$ cat src/rtl/uart_probe_pkg.sv
package uart_probe_pkg;

  localparam int DATA_W    = 8;
  localparam int ADDR_W    = 3;
  localparam int CODE_W    = 4;
  localparam int NUM_STEPS = 15;
  localparam int STEP_W    = $clog2(NUM_STEPS);

  // Register offsets of the target device (fixed by the device's decode)
  localparam logic [ADDR_W-1:0] OFS_IRQEN = 3'd1;
  localparam logic [ADDR_W-1:0] OFS_DIVHI = 3'd1;
  localparam logic [ADDR_W-1:0] OFS_FIFO  = 3'd2;
  localparam logic [ADDR_W-1:0] OFS_LINE  = 3'd3;
  localparam logic [ADDR_W-1:0] OFS_MODEM = 3'd4;
  localparam logic [ADDR_W-1:0] OFS_SCR   = 3'd7;

  localparam logic [DATA_W-1:0] PAT_ECHO  = 8'h5A;
  localparam logic [DATA_W-1:0] PAT_BANK  = 8'h80;
  localparam logic [DATA_W-1:0] PAT_EXT   = 8'hBF;
  localparam logic [DATA_W-1:0] PAT_FIFO  = 8'hE7;
  localparam logic [DATA_W-1:0] PAT_FLOW  = 8'h20;

  // Step positions where a read result is judged
  localparam logic [STEP_W-1:0] CHK_DIV   = 4'd3;
  localparam logic [STEP_W-1:0] CHK_BANK  = 4'd5;
  localparam logic [STEP_W-1:0] CHK_SCR   = 4'd7;
  localparam logic [STEP_W-1:0] CHK_EXT   = 4'd9;
  localparam logic [STEP_W-1:0] CHK_FIFO  = 4'd12;
  localparam logic [STEP_W-1:0] CHK_FLOW  = 4'd14;

  // Result codes
  localparam logic [CODE_W-1:0] TC_ABSENT   = 4'd0;
  localparam logic [CODE_W-1:0] TC_NOSCR    = 4'd1;
  localparam logic [CODE_W-1:0] TC_NOFIFO   = 4'd2;
  localparam logic [CODE_W-1:0] TC_BADFIFO  = 4'd3;
  localparam logic [CODE_W-1:0] TC_FIFO     = 4'd4;
  localparam logic [CODE_W-1:0] TC_FLOW     = 4'd5;
  localparam logic [CODE_W-1:0] TC_EXTREG   = 4'd6;
  localparam logic [CODE_W-1:0] TC_WIDEFIFO = 4'd7;

  typedef enum logic {OP_WR = 1'b0, OP_RD = 1'b1} op_e;

  typedef struct packed {
    op_e               op;
    logic [ADDR_W-1:0] addr;
    logic [DATA_W-1:0] data;
  } step_t;

  typedef enum logic [1:0] {PH_IDLE = 2'd0, PH_STROBE = 2'd1, PH_SETTLE = 2'd2} phase_e;

endpackage

$ cat src/rtl/uart_probe_rom.sv
module uart_probe_rom
  import uart_probe_pkg::*;
(
  input  logic [STEP_W-1:0] idx,
  output step_t             step
);

  always_comb begin
    step = '{op: OP_WR, addr: '0, data: '0};
    case (idx)
      4'd0:  step = '{op: OP_WR, addr: OFS_IRQEN, data: 8'h00};
      4'd1:  step = '{op: OP_WR, addr: OFS_LINE,  data: PAT_BANK};
      4'd2:  step = '{op: OP_WR, addr: OFS_DIVHI, data: PAT_ECHO};
      4'd3:  step = '{op: OP_RD, addr: OFS_DIVHI, data: 8'h00};
      4'd4:  step = '{op: OP_WR, addr: OFS_LINE,  data: 8'h00};
      4'd5:  step = '{op: OP_RD, addr: OFS_IRQEN, data: 8'h00};
      4'd6:  step = '{op: OP_WR, addr: OFS_SCR,   data: PAT_ECHO};
      4'd7:  step = '{op: OP_RD, addr: OFS_SCR,   data: 8'h00};
      4'd8:  step = '{op: OP_WR, addr: OFS_LINE,  data: PAT_EXT};
      4'd9:  step = '{op: OP_RD, addr: OFS_SCR,   data: 8'h00};
      4'd10: step = '{op: OP_WR, addr: OFS_LINE,  data: PAT_BANK};
      4'd11: step = '{op: OP_WR, addr: OFS_FIFO,  data: PAT_FIFO};
      4'd12: step = '{op: OP_RD, addr: OFS_FIFO,  data: 8'h00};
      4'd13: step = '{op: OP_WR, addr: OFS_MODEM, data: PAT_FLOW};
      4'd14: step = '{op: OP_RD, addr: OFS_MODEM, data: 8'h00};
      default: step = '{op: OP_WR, addr: '0, data: '0};
    endcase
  end

endmodule

$ cat src/rtl/uart_probe_judge.sv
module uart_probe_judge
  import uart_probe_pkg::*;
(
  input  logic [STEP_W-1:0] idx,
  input  logic [DATA_W-1:0] rdata,
  output logic              finish,
  output logic [CODE_W-1:0] code
);

  logic echo_hit;
  assign echo_hit = (rdata == PAT_ECHO);

  always_comb begin
    finish = 1'b0;
    code   = TC_ABSENT;
    case (idx)
      CHK_DIV: begin
        finish = !echo_hit;
        code   = TC_ABSENT;
      end
      CHK_BANK: begin
        finish = echo_hit;
        code   = TC_ABSENT;
      end
      CHK_SCR: begin
        finish = !echo_hit;
        code   = TC_NOSCR;
      end
      CHK_EXT: begin
        finish = !echo_hit;
        code   = TC_EXTREG;
      end
      CHK_FIFO: begin
        if (!rdata[6]) begin
          finish = 1'b1;
          code   = TC_NOFIFO;
        end else if (!rdata[7]) begin
          finish = 1'b1;
          code   = TC_BADFIFO;
        end else if (rdata[5]) begin
          finish = 1'b1;
          code   = TC_WIDEFIFO;
        end
      end
      CHK_FLOW: begin
        finish = 1'b1;
        code   = rdata[5] ? TC_FLOW : TC_FIFO;
      end
      default: begin
        finish = 1'b0;
        code   = TC_ABSENT;
      end
    endcase
  end

endmodule

$ cat src/rtl/uart_probe_seq.sv
module uart_probe_seq
  import uart_probe_pkg::*;
(
  input  logic              clk,
  input  logic              rst_n,
  input  logic              start,
  output logic              busy,
  output logic              done,
  output logic [CODE_W-1:0] type_code,
  output logic [ADDR_W-1:0] bus_addr,
  output logic [DATA_W-1:0] bus_wdata,
  output logic              bus_wr,
  output logic              bus_rd,
  input  logic [DATA_W-1:0] bus_rdata
);

  localparam logic [STEP_W-1:0] LAST_STEP = STEP_W'(NUM_STEPS - 1);

  phase_e            phase_q, phase_n;
  logic [STEP_W-1:0] idx_q, idx_n;
  logic              done_q, done_n;
  logic [CODE_W-1:0] code_q, code_n;
  logic              code_en;

  step_t             cur_step;
  logic              verdict_fin;
  logic [CODE_W-1:0] verdict_code;

  uart_probe_rom u_rom (
    .idx  (idx_q),
    .step (cur_step)
  );

  uart_probe_judge u_judge (
    .idx    (idx_q),
    .rdata  (bus_rdata),
    .finish (verdict_fin),
    .code   (verdict_code)
  );

  // Next-state logic
  always_comb begin
    phase_n = phase_q;
    idx_n   = idx_q;
    done_n  = 1'b0;
    code_n  = code_q;
    code_en = 1'b0;
    case (phase_q)
      PH_IDLE: begin
        if (start) begin
          phase_n = PH_STROBE;
          idx_n   = '0;
          code_n  = TC_ABSENT;
          code_en = 1'b1;
        end
      end
      PH_STROBE: begin
        phase_n = PH_SETTLE;
      end
      PH_SETTLE: begin
        if ((cur_step.op == OP_RD) && verdict_fin) begin
          phase_n = PH_IDLE;
          done_n  = 1'b1;
          code_n  = verdict_code;
          code_en = 1'b1;
        end else if (idx_q == LAST_STEP) begin
          phase_n = PH_IDLE;
          done_n  = 1'b1;
          code_n  = TC_ABSENT;
          code_en = 1'b1;
        end else begin
          phase_n = PH_STROBE;
          idx_n   = idx_q + 1'b1;
        end
      end
      default: begin
        phase_n = PH_IDLE;
      end
    endcase
  end

  // State registers
  always_ff @(posedge clk or negedge rst_n) begin
    if (!rst_n) begin
      phase_q <= PH_IDLE;
      idx_q   <= '0;
      done_q  <= 1'b0;
    end else begin
      phase_q <= phase_n;
      idx_q   <= idx_n;
      done_q  <= done_n;
    end
  end

  always_ff @(posedge clk or negedge rst_n) begin
    if (!rst_n) begin
      code_q <= TC_ABSENT;
    end else if (code_en) begin
      code_q <= code_n;
    end
  end

  // Bus drive
  logic strobe_cycle;
  assign strobe_cycle = (phase_q == PH_STROBE);

  assign bus_wr    = strobe_cycle && (cur_step.op == OP_WR);
  assign bus_rd    = strobe_cycle && (cur_step.op == OP_RD);
  assign bus_addr  = strobe_cycle ? cur_step.addr : '0;
  assign bus_wdata = bus_wr ? cur_step.data : '0;

  assign busy      = (phase_q != PH_IDLE);
  assign done      = done_q;
  assign type_code = code_q;

  // Assertions
  AST_ONE_STROBE: assert property (@(posedge clk) disable iff (!rst_n)
    !(bus_wr && bus_rd));
  AST_STROBE_GAP: assert property (@(posedge clk) disable iff (!rst_n)
    (bus_wr || bus_rd) |=> !(bus_wr || bus_rd));
  AST_IDLE_QUIET: assert property (@(posedge clk) disable iff (!rst_n)
    !busy |-> !(bus_wr || bus_rd));
  AST_DONE_SINGLE: assert property (@(posedge clk) disable iff (!rst_n)
    done |=> !done);
  AST_DONE_IDLE: assert property (@(posedge clk) disable iff (!rst_n)
    done |-> !busy);
  AST_CODE_RANGE: assert property (@(posedge clk) disable iff (!rst_n)
    done |-> (type_code <= TC_WIDEFIFO));
  AST_TYPE_HOLD: assert property (@(posedge clk) disable iff (!rst_n)
    (!busy && !start) |=> $stable(type_code));
  AST_BUSY_START: assert property (@(posedge clk) disable iff (!rst_n)
    (busy && !(phase_q == PH_SETTLE)) |=> busy);

endmodule

$ cat config.mk
export PLATFORM = sky130hd
export DESIGN_NAME = uart_probe_seq
export DESIGN_NICKNAME = d
export VERILOG_FILES = /design/src/rtl/uart_probe_pkg.sv /design/src/rtl/uart_probe_rom.sv /design/src/rtl/uart_probe_judge.sv /design/src/rtl/uart_probe_seq.sv
export SDC_FILE = /design/constraint.sdc
export NUM_CORES = 1
export LEC_CHECK = 0
export BUFFER_PORTS_ARGS = -buffer_cell sky130_fd_sc_hd__buf_2
export CAP_MARGIN = 20
export CORE_UTILIZATION = 54
export CTS_CLUSTER_DIAMETER = 200
export DETAILED_ROUTE_END_ITERATION = 10
export GPL_ROUTABILITY_DRIVEN = 0
export PLACE_DENSITY_LB_ADDON = 0.3
export SYNTH_ARGS = -nofsm -noshare
export SYNTH_HDL_FRONTEND = slang
export SYNTH_SLANG_ARGS = --single-unit
$ cat constraint.sdc
create_clock -name clk -period 3.55 [get_ports clk]
set_clock_uncertainty 0.05 [all_clocks]
set_input_delay 0.5325 -clock clk [delete_from_list [all_inputs] [get_ports clk]]
set_output_delay 0.5325 -clock clk [all_outputs]
set_load 0.01 [all_outputs]
==> metrics.md, run 1 <==
| Metric | Value |
|---|---|
| Outcome | finished with violations |
| Failing checks | DRC |
| Reg-to-reg endpoint | type_code[0] |
| Yosys cell types | 43 |
| Reg2reg setup slack | around 1.2 ns |
| Tcrit/Tclk final | about 84% |
| Largest net degree at the start of global routing | 21 |
| Clock share of power | a little under an eighth |
| Critical Path Sink Type | output port |
| Cell taking the most area after synthesis | dfrtp_1 |
| Leak | a little under 0.6 nW |
| Post-DP HPWL | ~1700 microns |
| Syn Inst Count | around 120 |
| Core Region | roughly 1600 sq um |
| FILL cells | 130 |
| Die X | approximately 44 microns |
| Peak supply drop | between 500 and 600 uV |
| Worst-path cell chain | inv_2 -> ha_1 -> a221oi_2 -> nand2_1 -> a21oi_1 -> buf_2 |
| RSZ-0062 raised after global routing | false |
| Final WL | 2260 microns |
| Post-synth EDFFs | 0 |
| Worst-Margin Slew | 0.548 ns |
| Vias per cell | around 6.0 |
| Async set or reset register ratio after synthesis | 100% |
| Slowest Stage Delay on Critical Path | between 0.6 and 0.7 ns |
| Hold Path Class | input pin to asynchronous set/reset pin |
| Ports | 30 |
| PD cells | just over 800 nW/um^2 |
| Max Cap Viol | 0 |
| Syn Area/Cell | 8.16 sq um |
| GR Overflow Total | 0 |
| Gate power share | ~64% |
| Layout area overhead | 16.1% |
| Setup Buffers After CTS | 0 |
| NetSw | 0.448 mW |
| Int Power | 0.462 mW |
| Multi-input logic area | ~630 sq um |
| I/O Buffers | 28 |
| Ant. Diodes | 0 |
| CTS Hold Bufs | 0 |
| Vias in the first global route | around 830 |
| Syn. warnings | 0 |
| Sequential area share after synthesis | a little over a quarter |
| Fin. Hold Viols | 0 |
| Share of the synthesized area in the top cell type | about a quarter |
| Hold WS | about 0.065 ns |
| Clk sinks | 10 |
| Clock Tree Root | clkbuf_4 |
| Row count | 14 |
| CTS buffer count | 3 |
| Sequential fraction of design power | between 20% and 30% |
| Net Count, Synth | 135 |
| Placed Cells | 155 |
| Synth area leaders | dfrtp_1 (26%), ha_1 (9.2%), nor2_1 (5.5%) |
| First-pass GRT wire length | 3610 microns |
| Post-route DRC | 3 |
| Initial cell density of the core | around 60% |
| Final Setup Violations | 0 |
| Initial antenna violation count | 0 |
| Most common flop cell mapped by yosys | dfrtp_1 |
| R2r startpoint | idx_q[1] |
| Remaining antenna violation count | 0 |
| Bufs on Longest Clock Path | 2 |
| Fin nets | between 150 and 200 |
| Die Ht | between 40 and 50 microns |
| DR WL/cell | between 10 and 15 microns |
| CTS tree | built |
| Post-cts gate resize count | 0 |
| Share of cells above drive strength 1 | 29.4% |
| Switching Share | between 40% and 50% |
| Pwr Total | roughly 0.9 mW |
| H-tree depth | 1 |
| FF+latch count, synth | 10 |
| Min cycle time layout | between 2 and 3 ns |
| DR vias | around 960 |
| Commonest cells after routing, fill and taps aside | buf_2 (28), nor2_1 (14), nand2_1 (10), dfrtp_1 (10), a21oi_1 (9) |
| Reg area | 250 sq um |
| Worst-path cell with the longest stage delay | dfrtp_1 |
| Fmax | 337 MHz |
| Worst-Skew Late Latency | 0.27 ns |
| Die Area | between 1500 and 2000 sq um |
| GR Util All Layers | about a quarter |
| Final Core Density | 70.3% |
| Reg clk slew, reported paths | roughly 0.07 ns |
| Type of origin of the critical path | flip-flop |
| Worst Setup Path Type | flip-flop to output port |
| Reg2reg path depth | 7 |
| Crit Path Max Fanout | 16 |
| Mapped Area | roughly 950 sq um |
| DRT Pass-1 Iters | 7 |
| Commonest non-fill, non-tap cell in the layout | buf_2 |
| Final Non-Filler Cells | between 150 and 200 |
| Max-slew violations | 0 |
| CP startpoint | idx_q[2] |
| Crit path DAT | approximately 2.4 ns |
| Max_slew headroom | roughly 63% |
| Setup TNS | 0 ns |
| Starting DRC count in detailed routing | 27 |
| Worst path required time | slightly below 3 ns |
-- power groups by stage --
stage          logic (mW)  clock network [mW]  registers [mW]
3_3_place_gp        0.553                   0           0.222
4_1_cts             0.577               0.105           0.222
6_report            0.583               0.104           0.223
5_1_grt             0.646               0.114           0.233
3_5_place_dp        0.573                   0           0.224
2_1_floorplan       0.505                   0           0.185
-- cell type report --
cell class | instances | share of cell area [%]
well taps | 16 | 1.81
multi-input cells | 92 | 56.7
clock buffers | 4 | 3.27
flip-flops and latches | 10 | 22.6
repair buffers | 28 | 12.6
inverters | 9 | 3.05
-- cell families (layout without fill, tap and decap cells) --
group                    count (synthesis)  in the layout  synth area share [%]
XOR/XNOR                                 1              1                 0.918
AO/OA/AOI/OAI                           32             32                  26.1
other                                    1              1                 0.393
AND/OR/NAND/NOR                         50             50                  28.0
buffers and inverters                   15             41                  7.99
adder cells (fa/ha/maj)                  7              7                  9.17
flip-flops                              10             10                  26.2
multiplexers                             1              1                  1.18
-- Yosys cell counts (2+ instances only) --
master and number:
dfrtp_1 10, nand3_1 3, o21a_1 2, ha_1 7, nor3_1 3, o21ai_1 2
nor2_1 14, buf_4 3, a21oi_1 9, and3_1 2, o21ai_0 5, inv_2 2
nand2_1 10, a32o_1 2, inv_1 7, a22o_1 3, nor4bb_1 2, nand2b_1 3
nand4_1 3, nand3b_1 2
-- how the worst max path moves through the flow --
| stage | endpoint | slack (ns) | cells after the start |
|---|---|---|---|
| 3_5_place_dp | bus_wdata[3] | 0.90 | 6 |
| 3_3_place_gp | bus_wdata[7] | 0.98 | 6 |
| 5_1_grt | bus_wdata[3] | 0.38 | 6 |
| 6_report | bus_wdata[3] | 0.58 | 6 |
| 2_1_floorplan | bus_wdata[4] | 1.03 | 6 |
| 4_1_cts | bus_wdata[3] | 0.60 | 6 |
-- worst max-delay path: cells and delay by family (launching register included) --
family          cells  cell delay [ns]
simple gates        1             0.24
flops               1             0.61
buf+inv             2             0.34
compound gates      2             0.66
fa+ha+maj           1             0.26
-- sequential cells by signal, summed over array words and instances, names as in the netlist --
register and cells:
done 1, type_code 3, phase_q 2, idx_q 4
-- stage by stage --
step           area [sq um]  setup WS (ns)
2_1_floorplan           955           1.03
3_3_place_gp           1070          0.976
3_5_place_dp           1070          0.903
4_1_cts                1110          0.601
5_1_grt                1110          0.378
6_report               1110          0.584
-- metal layers --
layer / vias up / share of wire (%) / GRT usage [%]
met2: 39 / 47 / 40.0
met1: 436 / 42 / 29.8
met5: - / 0 / 0
met3: 13 / 6.0 / 7.76
li1: 468 / - / -
met4: 0 / 4.6 / 17.6
Power figures use the tool's default switching activity.
==> run 2: changes to the inputs <==
--- a/config.mk
+++ b/config.mk
@@ -7,7 +7,7 @@
 export LEC_CHECK = 0
 export BUFFER_PORTS_ARGS = -buffer_cell sky130_fd_sc_hd__buf_2
 export CAP_MARGIN = 20
-export CORE_UTILIZATION = 54
+export CORE_UTILIZATION = 50
 export CTS_CLUSTER_DIAMETER = 200
 export DETAILED_ROUTE_END_ITERATION = 10
 export GPL_ROUTABILITY_DRIVEN = 0
==> constraint.sdc (replaced) <==
create_clock -name clk -period 2.8 [get_ports clk]
set_clock_uncertainty 0.05 [all_clocks]
set_input_delay 0.42 -clock clk [delete_from_list [all_inputs] [get_ports clk]]
set_output_delay 0.42 -clock clk [all_outputs]
set_load 0.01 [all_outputs]
==> metrics.md, run 2 (synthesis results as in run 1) <==
| Metric | Value |
|---|---|
| Hold Path Class | flip-flop to flip-flop (was input pin to asynchronous set/reset pin) |
| Commonest cells after routing, fill and taps aside | buf_2 (28), nor2_1 (14), nand2_1 (10) (was buf_2 (28), nor2_1 (14), nand2_1 (10), dfrtp_1 (10), a21oi_1 (9)) |
| Ant. Diodes | 0 (unchanged) |
| Outcome | finished clean (was finished with violations) |
| R2r startpoint | idx_q[1] (unchanged) |
| FILL cells | 180 (was 130) |
| Commonest non-fill, non-tap cell in the layout | buf_2 (unchanged) |
| Placed cell areas | 1090 sq um (was 1070 sq um) |
| DR vias | 974 (was 956) |
| Setup slack at placement | 0.415 ns (was 0.903 ns) |
| Crit Path Max Fanout | 7 (was 16) |
| Post-DP HPWL | 1710 microns (about the same) |
| Fin nets | 164 (was 162) |
| Post-route DRC | 0 (was 3) |
| NetSw | 0.563 mW (was 0.448 mW) |
| Largest net degree at the start of global routing | 21 (unchanged) |
| GR Util All Layers | 23.8% (was 25.5%) |
| Reg clk slew, reported paths | 0.06 ns (was 0.07 ns) |
| Clk sinks | 10 (unchanged) |
| PD cells | 1030 nW/um^2 (was 820 nW/um^2) |
| I/O Buffers | 28 (unchanged) |
| Setup Buffers After CTS | 0 (unchanged) |
| Final WS setup | 0.220 ns (was 0.584 ns) |
| GR Overflow Total | 0 (unchanged) |
| Layout area overhead | 19.3% (was 16.1%) |
| RSZ-0062 raised after global routing | false (unchanged) |
| Top flop regs | idx_q x4, type_code x3, phase_q x2 (unchanged) |
| Hold path startpoint | type_code[0] |
| Int Power | 0.604 mW (was 0.462 mW) |
| Die Ht | 45.7 microns (was 44.0 microns) |
| CTS buffer count | 3 (unchanged) |
| Die X | 45.7 microns (was 44.0 microns) |
| Critical Path Sink Type | output port (unchanged) |
| Fin. Hold Viols | 0 (unchanged) |
| Fmax | approximately 390 MHz |
| Initial cell density of the core | 54.1% (was 60.6%) |
| Type of origin of the critical path | flip-flop (unchanged) |
| Worst Setup Path Type | flip-flop to output port (unchanged) |
| Setup TNS | 0 ns (unchanged) |
| Remaining antenna violation count | 0 (unchanged) |
| Ports | 30 (unchanged) |
| Worst path required time | 2.33 ns (was 2.97 ns) |
| Tcrit/Tclk final | between 90% and 100% |
| Core Region | 1760 sq um (was 1580 sq um) |
| H-tree depth | 1 (unchanged) |
| DR WL/cell | 13.1 microns (was 14.2 microns) |
| Vias per cell | 5.73 (was 6.01) |
| Gate power share | 64.4% (was 64.1%) |
| Die Area | 2090 sq um (was 1940 sq um) |
| Leak | 0.591 nW (was 0.583 nW) |
| Final WL | 2240 microns (was 2260 microns) |
| Worst-Margin Slew | 0.580 ns (was 0.548 ns) |
| Vias in the first global route | 831 (was 827) |
| Row count | 15 (was 14) |
| Crit path DAT | 2.11 ns (was 2.38 ns) |
| Switching Share | 48.2% (was 49.2%) |
| Max_slew headroom | 61.3% (was 63.5%) |
| Clock Tree Root | clkbuf_4 (unchanged) |
| Worst-Skew Late Latency | 0.27 ns (about the same) |
| DRT Pass-1 Iters | 4 (was 7) |
| Starting DRC count in detailed routing | 20 (was 27) |
| Largest reg by FF count | idx_q (unchanged) |
| CP startpoint | idx_q[0] (was idx_q[2]) |
| Clock share of power | 11.0% (was 11.4%) |
| Initial antenna violation count | 0 (unchanged) |
| Share of cells above drive strength 1 | 30.3% (was 29.4%) |
| Sequential fraction of design power | 24.7% (was 24.5%) |
| Post-route cell area | 1140 sq um (was 1110 sq um) |
| Max reg flops | 4 (unchanged) |
| Max-slew violations | 0 (unchanged) |
| Bufs on Longest Clock Path | 2 (unchanged) |
| Max Cap Viol | 0 (unchanged) |
| Final Setup Violations | 0 (unchanged) |
| Peak supply drop | 715 uV (was 572 uV) |
| Min cycle time layout | ~2.6 ns |
| CTS tree | built (unchanged) |
| First-pass GRT wire length | 3530 microns (was 3610 microns) |
==> run 2: cell count changes in the layout (fill, tap and decap cells not counted), sizes merged <==
cell         previous run  this run
dlygate4sd3             0         1
buf                    28        29
==> run 2: cell type report <==
class / count / area, sq um / area share (%)
Multi-Input combinational cell: 92 / 628 / 55.2
Inverter: 9 / 33.8 / 2.97
Sequential cell: 10 / 251 / 22.1
Clock buffer: 4 / 36.3 / 3.19
Tap cell: 25 / 31.3 / 2.75
Timing Repair Buffer: 30 / 158 / 13.8
==> run 2: metal layers <==
layer  part of all wire, %  up-vias  wire length [microns]  global-route usage [%]
li1                      -      476                      -                       -
met5                     0        -                      0                       0
met4                   1.8        0                     40                    8.82
met1                    43      461                    960                    27.9
met3                   4.9        7                    110                    5.95
met2                    50       30                   1120                    41.4
==> run 2: worst paths after layout <==
kind / to / slack (ns) / cells past startpoint
worst min register to register: type_code[0] / 0.44 / 1
worst max-delay path: bus_wdata[7] / 0.22 / 6
worst max register to register: idx_q[3] / 0.53 / 7
worst min-delay path: type_code[0] / 0.44 / 1
max in group asynchronous: idx_q[2] / 2.00 / 2
min in group asynchronous: phase_q[1] / 0.49 / 2
==> run 2: critical path, stage by stage (launching register included) <==
cell	delay, ns
dfrtp_1	0.47
ha_1	0.28
ha_1	0.22
a221oi_2	0.31
nand2_1	0.21
nor3_1	0.20
buf_2	0.15
==> run 2: what timing repair did <==
action / 4_1_cts / 5_1_grt
hold buffers: 1 / 0
endpoints found under the setup margin: 0 / 8
endpoints found under the hold margin: 10 / 0
resized for setup: 0 / 1
==> run 2: per-stage QoR <==
step	power (mW)	instances	hold slack, ns	utilization (%)
CTS	1.16	170	0.443	64.5
global placement	1.01	165	0.238	61.8
finish	1.17	170	0.436	64.5
global route	1.28	170	0.491	64.5
detailed placement	1.03	165	0.239	61.8
floorplan	0.874	117	0.0744	-
==> run 2: power groups by stage <==
stage | registers, mW | logic (mW) | clock network [mW]
after detailed placement | 0.287 | 0.739 | 0
final | 0.288 | 0.752 | 0.128
after floorplan | 0.234 | 0.640 | 0
after global routing | 0.297 | 0.845 | 0.139
after CTS | 0.285 | 0.744 | 0.134
after global placement | 0.281 | 0.728 | 0
